[config.mk]
export PLATFORM = sky130hd
export DESIGN_NAME = cpu_entry_seq
export DESIGN_NICKNAME = d
export VERILOG_FILES = /design/src/rtl/ces_pkg.sv /design/src/rtl/ces_ctrl.sv /design/src/rtl/ces_regs.sv /design/src/rtl/ces_bus.sv /design/src/rtl/cpu_entry_seq.sv
export SDC_FILE = /design/constraint.sdc
export NUM_CORES = 1
export LEC_CHECK = 0
export BUFFER_PORTS_ARGS = -buffer_cell sky130_fd_sc_hd__clkbuf_2
export CAP_MARGIN = 20
export CELL_PAD_IN_SITES_DETAIL_PLACEMENT = 0
export CELL_PAD_IN_SITES_GLOBAL_PLACEMENT = 1
export CORE_ASPECT_RATIO = 0.75
export CORE_MARGIN = 2
export CORE_UTILIZATION = 34
export CTS_BUF_LIST = sky130_fd_sc_hd__clkbuf_4
export DETAILED_ROUTE_END_ITERATION = 10
export GPL_ROUTABILITY_DRIVEN = 0
export PLACE_DENSITY = 0.88
export RECOVER_POWER = 50
export REMOVE_ABC_BUFFERS = 1
export SETUP_SLACK_MARGIN = 0.1
export SKIP_CTS_REPAIR_TIMING = 1
export SYNTH_ARGS = -nofsm -noshare
export SYNTH_HDL_FRONTEND = slang
export SYNTH_HIERARCHICAL = 1
export SYNTH_SLANG_ARGS = --single-unit
[constraint.sdc]
create_clock -name clk_i -period 1.8 [get_ports clk_i]
set_input_delay 0.18 -clock clk_i [delete_from_list [all_inputs] [get_ports clk_i]]
set_output_delay 0.18 -clock clk_i [all_outputs]
set_load 0.05 [all_outputs]
[src/rtl/ces_pkg.sv]
package ces_pkg;
  typedef enum logic [3:0] {
    ST_HOLD,
    ST_RVLO,
    ST_RVHI,
    ST_RUN,
    ST_PSH_HI,
    ST_PSH_LO,
    ST_PSH_ST,
    ST_IVLO,
    ST_IVHI
  } seq_st_e;
endpackage

[src/rtl/ces_ctrl.sv]
module ces_ctrl
  import ces_pkg::*;
(
  input  logic    clk_i,
  input  logic    rst_ni,
  input  logic    cpu_rst_i,
  input  logic    irq_i,
  input  logic    i_flag_i,
  input  logic    core_we_i,
  output seq_st_e state_o
);
  seq_st_e st_q, st_d;

  always_comb begin
    st_d = st_q;
    if (cpu_rst_i) begin
      st_d = ST_HOLD;
    end else begin
      unique case (st_q)
        ST_HOLD:   st_d = ST_RVLO;
        ST_RVLO:   st_d = ST_RVHI;
        ST_RVHI:   st_d = ST_RUN;
        ST_RUN:    if (irq_i && !i_flag_i && !core_we_i) st_d = ST_PSH_HI;
        ST_PSH_HI: st_d = ST_PSH_LO;
        ST_PSH_LO: st_d = ST_PSH_ST;
        ST_PSH_ST: st_d = ST_IVLO;
        ST_IVLO:   st_d = ST_IVHI;
        ST_IVHI:   st_d = ST_RUN;
        default:   st_d = ST_HOLD;
      endcase
    end
  end

  // leaving async reset goes straight to the vector fetch
  always_ff @(posedge clk_i or negedge rst_ni) begin
    if (!rst_ni) st_q <= ST_RVLO;
    else         st_q <= st_d;
  end

  assign state_o = st_q;
endmodule

[src/rtl/ces_regs.sv]
module ces_regs
  import ces_pkg::*;
#(
  parameter int          DW     = 8,
  parameter int          AW     = 2 * DW,
  parameter logic [7:0]  P_INIT = 8'h34,
  parameter logic [7:0]  SP_INIT = 8'hFF,
  parameter int          I_BIT  = 2
) (
  input  logic          clk_i,
  input  logic          rst_ni,
  input  logic          cpu_rst_i,
  input  seq_st_e       state_i,
  input  logic [DW-1:0] rdata_i,
  input  logic          core_we_i,
  input  logic [AW-1:0] pc_d_i,
  input  logic [DW-1:0] sp_d_i,
  input  logic [DW-1:0] p_d_i,
  output logic [AW-1:0] pc_o,
  output logic [DW-1:0] sp_o,
  output logic [DW-1:0] p_o,
  output logic [DW-1:0] a_o,
  output logic [DW-1:0] x_o,
  output logic [DW-1:0] y_o
);
  localparam logic [DW-1:0] ONE = DW'(1);

  logic [AW-1:0] pc_q;
  logic [DW-1:0] sp_q, p_q, a_q, x_q, y_q;

  always_ff @(posedge clk_i or negedge rst_ni) begin
    if (!rst_ni) begin
      pc_q <= '0;
      sp_q <= SP_INIT[DW-1:0];
      p_q  <= P_INIT[DW-1:0];
      a_q  <= '0;
      x_q  <= '0;
      y_q  <= '0;
    end else if (cpu_rst_i) begin
      sp_q <= SP_INIT[DW-1:0];
      p_q  <= P_INIT[DW-1:0];
      a_q  <= '0;
      x_q  <= '0;
      y_q  <= '0;
    end else begin
      unique case (state_i)
        ST_RVLO, ST_IVLO: pc_q[DW-1:0] <= rdata_i;
        ST_RVHI:          pc_q[AW-1:DW] <= rdata_i;
        ST_IVHI: begin
          pc_q[AW-1:DW] <= rdata_i;
          p_q[I_BIT]    <= 1'b1;
        end
        ST_RUN: if (core_we_i) begin
          pc_q <= pc_d_i;
          sp_q <= sp_d_i;
          p_q  <= p_d_i;
        end
        ST_PSH_HI, ST_PSH_LO, ST_PSH_ST: sp_q <= sp_q - ONE;
        default: ;
      endcase
    end
  end

  assign pc_o = pc_q;
  assign sp_o = sp_q;
  assign p_o  = p_q;
  assign a_o  = a_q;
  assign x_o  = x_q;
  assign y_o  = y_q;
endmodule

[src/rtl/ces_bus.sv]
module ces_bus
  import ces_pkg::*;
#(
  parameter int           DW       = 8,
  parameter int           AW       = 2 * DW,
  parameter logic [15:0]  RST_VEC  = 16'hFFFC,
  parameter logic [15:0]  IRQ_VEC  = 16'hFFFE,
  parameter logic [7:0]   STK_PAGE = 8'h01
) (
  input  seq_st_e       state_i,
  input  logic [AW-1:0] pc_i,
  input  logic [DW-1:0] sp_i,
  input  logic [DW-1:0] p_i,
  output logic [AW-1:0] addr_o,
  output logic [DW-1:0] wdata_o,
  output logic          re_o,
  output logic          we_o
);
  localparam logic [AW-1:0] RV = RST_VEC[AW-1:0];
  localparam logic [AW-1:0] IV = IRQ_VEC[AW-1:0];
  localparam logic [AW-1:0] A1 = AW'(1);

  logic [AW-1:0] stk_addr;
  assign stk_addr = {STK_PAGE[AW-DW-1:0], sp_i};

  always_comb begin
    addr_o  = '0;
    wdata_o = '0;
    re_o    = 1'b0;
    we_o    = 1'b0;
    unique case (state_i)
      ST_RVLO: begin addr_o = RV;      re_o = 1'b1; end
      ST_RVHI: begin addr_o = RV + A1; re_o = 1'b1; end
      ST_IVLO: begin addr_o = IV;      re_o = 1'b1; end
      ST_IVHI: begin addr_o = IV + A1; re_o = 1'b1; end
      ST_PSH_HI: begin addr_o = stk_addr; wdata_o = pc_i[AW-1:DW]; we_o = 1'b1; end
      ST_PSH_LO: begin addr_o = stk_addr; wdata_o = pc_i[DW-1:0];  we_o = 1'b1; end
      ST_PSH_ST: begin addr_o = stk_addr; wdata_o = p_i;           we_o = 1'b1; end
      default: ;
    endcase
  end
endmodule

[src/rtl/cpu_entry_seq.sv]
module cpu_entry_seq
  import ces_pkg::*;
#(
  parameter int          DW       = 8,
  parameter int          AW       = 16,
  parameter logic [15:0] RST_VEC  = 16'hFFFC,
  parameter logic [15:0] IRQ_VEC  = 16'hFFFE,
  parameter logic [7:0]  STK_PAGE = 8'h01,
  parameter logic [7:0]  P_INIT   = 8'h34,
  parameter logic [7:0]  SP_INIT  = 8'hFF,
  parameter int          I_BIT    = 2
) (
  input  logic          clk_i,
  input  logic          rst_ni,
  input  logic          cpu_rst_i,
  input  logic          irq_i,
  output logic [AW-1:0] bus_addr_o,
  input  logic [DW-1:0] bus_rdata_i,
  output logic [DW-1:0] bus_wdata_o,
  output logic          bus_re_o,
  output logic          bus_we_o,
  output logic          ready_o,
  input  logic          core_we_i,
  input  logic [AW-1:0] pc_d_i,
  input  logic [DW-1:0] sp_d_i,
  input  logic [DW-1:0] p_d_i,
  output logic [AW-1:0] pc_o,
  output logic [DW-1:0] sp_o,
  output logic [DW-1:0] p_o,
  output logic [DW-1:0] a_o,
  output logic [DW-1:0] x_o,
  output logic [DW-1:0] y_o
);
  seq_st_e state;

  ces_ctrl u_ctrl (
    .clk_i     (clk_i),
    .rst_ni    (rst_ni),
    .cpu_rst_i (cpu_rst_i),
    .irq_i     (irq_i),
    .i_flag_i  (p_o[I_BIT]),
    .core_we_i (core_we_i),
    .state_o   (state)
  );

  ces_regs #(
    .DW(DW), .AW(AW), .P_INIT(P_INIT), .SP_INIT(SP_INIT), .I_BIT(I_BIT)
  ) u_regs (
    .clk_i     (clk_i),
    .rst_ni    (rst_ni),
    .cpu_rst_i (cpu_rst_i),
    .state_i   (state),
    .rdata_i   (bus_rdata_i),
    .core_we_i (core_we_i),
    .pc_d_i    (pc_d_i),
    .sp_d_i    (sp_d_i),
    .p_d_i     (p_d_i),
    .pc_o      (pc_o),
    .sp_o      (sp_o),
    .p_o       (p_o),
    .a_o       (a_o),
    .x_o       (x_o),
    .y_o       (y_o)
  );

  ces_bus #(
    .DW(DW), .AW(AW), .RST_VEC(RST_VEC), .IRQ_VEC(IRQ_VEC), .STK_PAGE(STK_PAGE)
  ) u_bus (
    .state_i (state),
    .pc_i    (pc_o),
    .sp_i    (sp_o),
    .p_i     (p_o),
    .addr_o  (bus_addr_o),
    .wdata_o (bus_wdata_o),
    .re_o    (bus_re_o),
    .we_o    (bus_we_o)
  );

  assign ready_o = (state == ST_RUN);
endmodule

==> impl_metrics.csv <==
group,metric,value,unit
outcome,status,"finished with violations",
outcome,violations,"setup timing",
routing,wire_per_inst,16.5,µm
min_path,hold_start,"p_d_i[5]",
routing,drcViolationCount,0,
finish,antenna_cells,0,
finish,post-route-util,49.9,%
routing,vias,2628,
synthesis,synth_area,0.00258,mm²
setup_path,r2r_slack,0.03,ns
finish,syn_to_final_growth,42.5,%
synthesis,synth_area_leaders,"dfrtp_1 23%, dfstp_2 12%, buf_4 9.9%",
setup_path,required,1.62,ns
power,switching_share,54.2,%
timing,worst_slack,-0.268,ns
setup_path,criticalPathCategory,"reg -> out",
power,leakage,0.00172,µW
power,seqPwrFrac,22.5,%
routing,vias_per_cell,5.09,
synthesis,ys_async_sr_fraction,100,%
clock_tree,clk_pin_slew,0.12,ns
setup_path,startpoint_type,"register",
setup_path,reg2reg_depth,6,
synthesis,yosys-top-cells-count,"42 x nand2_1, 34 x buf_4, 24 x dfrtp_1, 24 x mux2i_1, 20 x o21ai_1",
timing,finalCriticalPeriod,2.07,ns
global_routing,grt_overflow,0,
global_routing,grt_use_total,17.6,%
routing,dr.first_iter.drc_count,222,
synthesis,synth-edff-count,0,
place,dp_hpwl,5760,µm
timing,clock_skew,0.00901,ns
min_path,hold_path_class,"in -> reg",
timing,timing.fmax,0.484,GHz
timing,tightest_slew,0.958,ns
clock_tree,cts.sink_count,36,
timing,setup-tns-final,-4.97,ns
power,p_sw,3060,µW
synthesis,synth.top_cell.area_share,23.3,%
routing,drt_wl_total,8510,µm
power,ir_drop,0.747,mV
routing,first_pass_iters,4,
synthesis,syn_inst,294,
run,maxCapViolations,0,
floorplanning,dieArea,0.00831,mm²
global_routing,grt_pass1_wl,11700,µm
setup_path,critPathMaxFanout,6,
setup_path,r2r-start,"u_ctrl/state_o[0]$_DFFE_PN1P_",
finish,final_nets,460,
place,pre_cts_ws,-0.0402,ns
clock_tree,clock_latency,0.33,ns
setup_path,critPathArrivalTime,1.89,ns
setup_path,critPathCapture,"bus_addr_o[11]",
floorplanning,dieWidth,105,µm
timing,setup-violations-final,27,
power,power_density,1530,mW/mm²
clock_tree,cts_buffer_depth,2,
timing,slew_violations,0,
timing,min_period_over_period,115,%
finish,layout-drive-gt1-share,42.4,%
synthesis,synth_warnings,6,
global_routing,antenna_found_initial,0,
setup_path,reg2reg_to,"u_regs/pc_o[11]$_DFFE_PN0P_",
synthesis,yosysUniqueCellTypes,54,
timing,relSlewSlack,36.2,%
synthesis,ys_ff_latch,36,
setup_path,cp-startpoint,"u_ctrl/state_o[1]$_DFFE_PN0P_",
power,power.internal,2580,µW
floorplanning,placementRows,27,
floorplanning,die_h,79.5,µm
clock_tree,tritoncts,"built",
synthesis,syn_avg_cell_area,8.78,µm²
power,clkPwrFrac,10.4,%
floorplanning,coreArea,0.00736,mm²
floorplanning,design.portCount,128,
global_routing,grt_pass1_vias,2262,
synthesis,ys_seq_area_share,35.5,%
synthesis,yosysTopAreaCell,"dfrtp_1",
setup_path,end_kind,"output port",
floorplanning,start_util,35.0,%
clock_tree,cts-root-buf,"clkbuf_4",
global_routing,grt_max_degree,22,
clock_tree,htreeDepth,2,
place,port_buffers,103,
synthesis,synthFlopType,"dfrtp_1",
timing,hold_viol,0,
timing,rsz0062_at_grt,"true",
power,p_comb_share,67.2,%
clock_tree,cts_buffers,5,
routing,final_antenna_net_count,0,
synthesis,post-synth-top-count-cell,"nand2_1",
==> cells by family (layout without fill, tap and decap cells) <==
kind of cell / Yosys count / in the layout / synth area share (%)
adder cells (fa/ha/maj): 1 / 1 / 0.485
multiplexers: 24 / 24 / 9.31
other: 1 / 24 / 0.145
AO/OA/AOI/OAI: 69 / 71 / 16.9
AND/OR/NAND/NOR: 108 / 108 / 23.2
XOR/XNOR: 3 / 3 / 1.02
flip-flops: 36 / 36 / 35.5
buffers and inverters: 52 / 148 / 13.5
==> worst max-delay path, cell delays in order (launching register included) <==
cell	delay, ns
dfrtp_2	0.48
or4b_4	0.59
o211ai_2	0.16
buf_2	0.33
==> layout make-up <==
class	instances	area, µm²
Timing Repair Buffer	133	958
Sequential cell	36	920
Tap cell	101	126
Inverter	7	26.3
Clock buffer	6	45.0
Multi-Input combinational cell	231	1570
Fill cell	734	3690
Clock inverter	2	35.0
==> layout by cell type (no fill, tap or decap), types with 3 or more instances in the layout <==
| cell type | instances |
|---|---|
| o21ai_1 | 18 |
| inv_1 | 7 |
| o31ai_1 | 5 |
| nand3_1 | 4 |
| nor2_1 | 7 |
| buf_4 | 27 |
| mux2i_1 | 19 |
| clkbuf_2 | 61 |
| a21oi_1 | 16 |
| mux2i_4 | 4 |
| clkbuf_4 | 6 |
| nand2_1 | 42 |
| dfrtp_2 | 3 |
| nor3_1 | 7 |
| buf_2 | 4 |
| conb_1 | 24 |
| a21oi_2 | 3 |
| dfstp_2 | 12 |
| clkbuf_1 | 17 |
| or2_2 | 8 |
| dfrtp_1 | 21 |
| buf_6 | 13 |
| nor4_1 | 3 |
| nand2b_1 | 4 |
| a21o_1 | 7 |
| buf_12 | 8 |
| and3_1 | 3 |
| or3_1 | 6 |
==> worst min path at each step <==
stage,to,slack [ns],cells past startpoint
2_1_floorplan,u_ctrl/state_o[1]$_DFFE_PN0P_,-0.12,0
3_3_place_gp,u_regs/pc_o[2]$_DFFE_PN0P_,0.13,1
3_5_place_dp,u_regs/pc_o[2]$_DFFE_PN0P_,0.14,1
4_1_cts,u_regs/pc_o[3]$_DFFE_PN0P_,-0.23,1
5_1_grt,u_regs/p_o[0]$_DFFE_PN0P_,0.04,3
6_report,u_regs/p_o[5]$_DFFE_PN1P_,0.04,3
==> layer usage <==
metal  GRT usage, %  share of wire [%]
met5              0                  0
met4           3.07               0.59
met3           3.43                6.2
met2           27.6                 49
met1           25.5                 44
==> sequential cells by signal (all words and copies together) (netlist names) <==
register and cells:
u_regs/pc_o 16, u_regs/sp_o 8, u_ctrl/state_o 4, u_regs/p_o 8
==> power by group through the flow <==
stage	logic [µW]	registers, µW	clock network [µW]
finish	3790	1270	585
global placement	3240	1270	0
detailed placement	3280	1280	0
global route	3970	1310	635
CTS	3290	1270	592
floorplan	1550	2020	0
==> per-stage QoR <==
| step | total power (µW) | cells | hold WS (ns) | area, µm² |
|---|---|---|---|---|
| finish | 5640 | 516 | 0.0405 | 3680 |
| global route | 5910 | 516 | 0.0364 | 3680 |
| CTS | 5140 | 504 | -0.230 | 3290 |
| detailed placement | 4560 | 496 | 0.138 | 3210 |
| global placement | 4510 | 496 | 0.130 | 3210 |
| floorplan | 3570 | 272 | -0.116 | 2340 |
(Power assumes the default switching activity.)
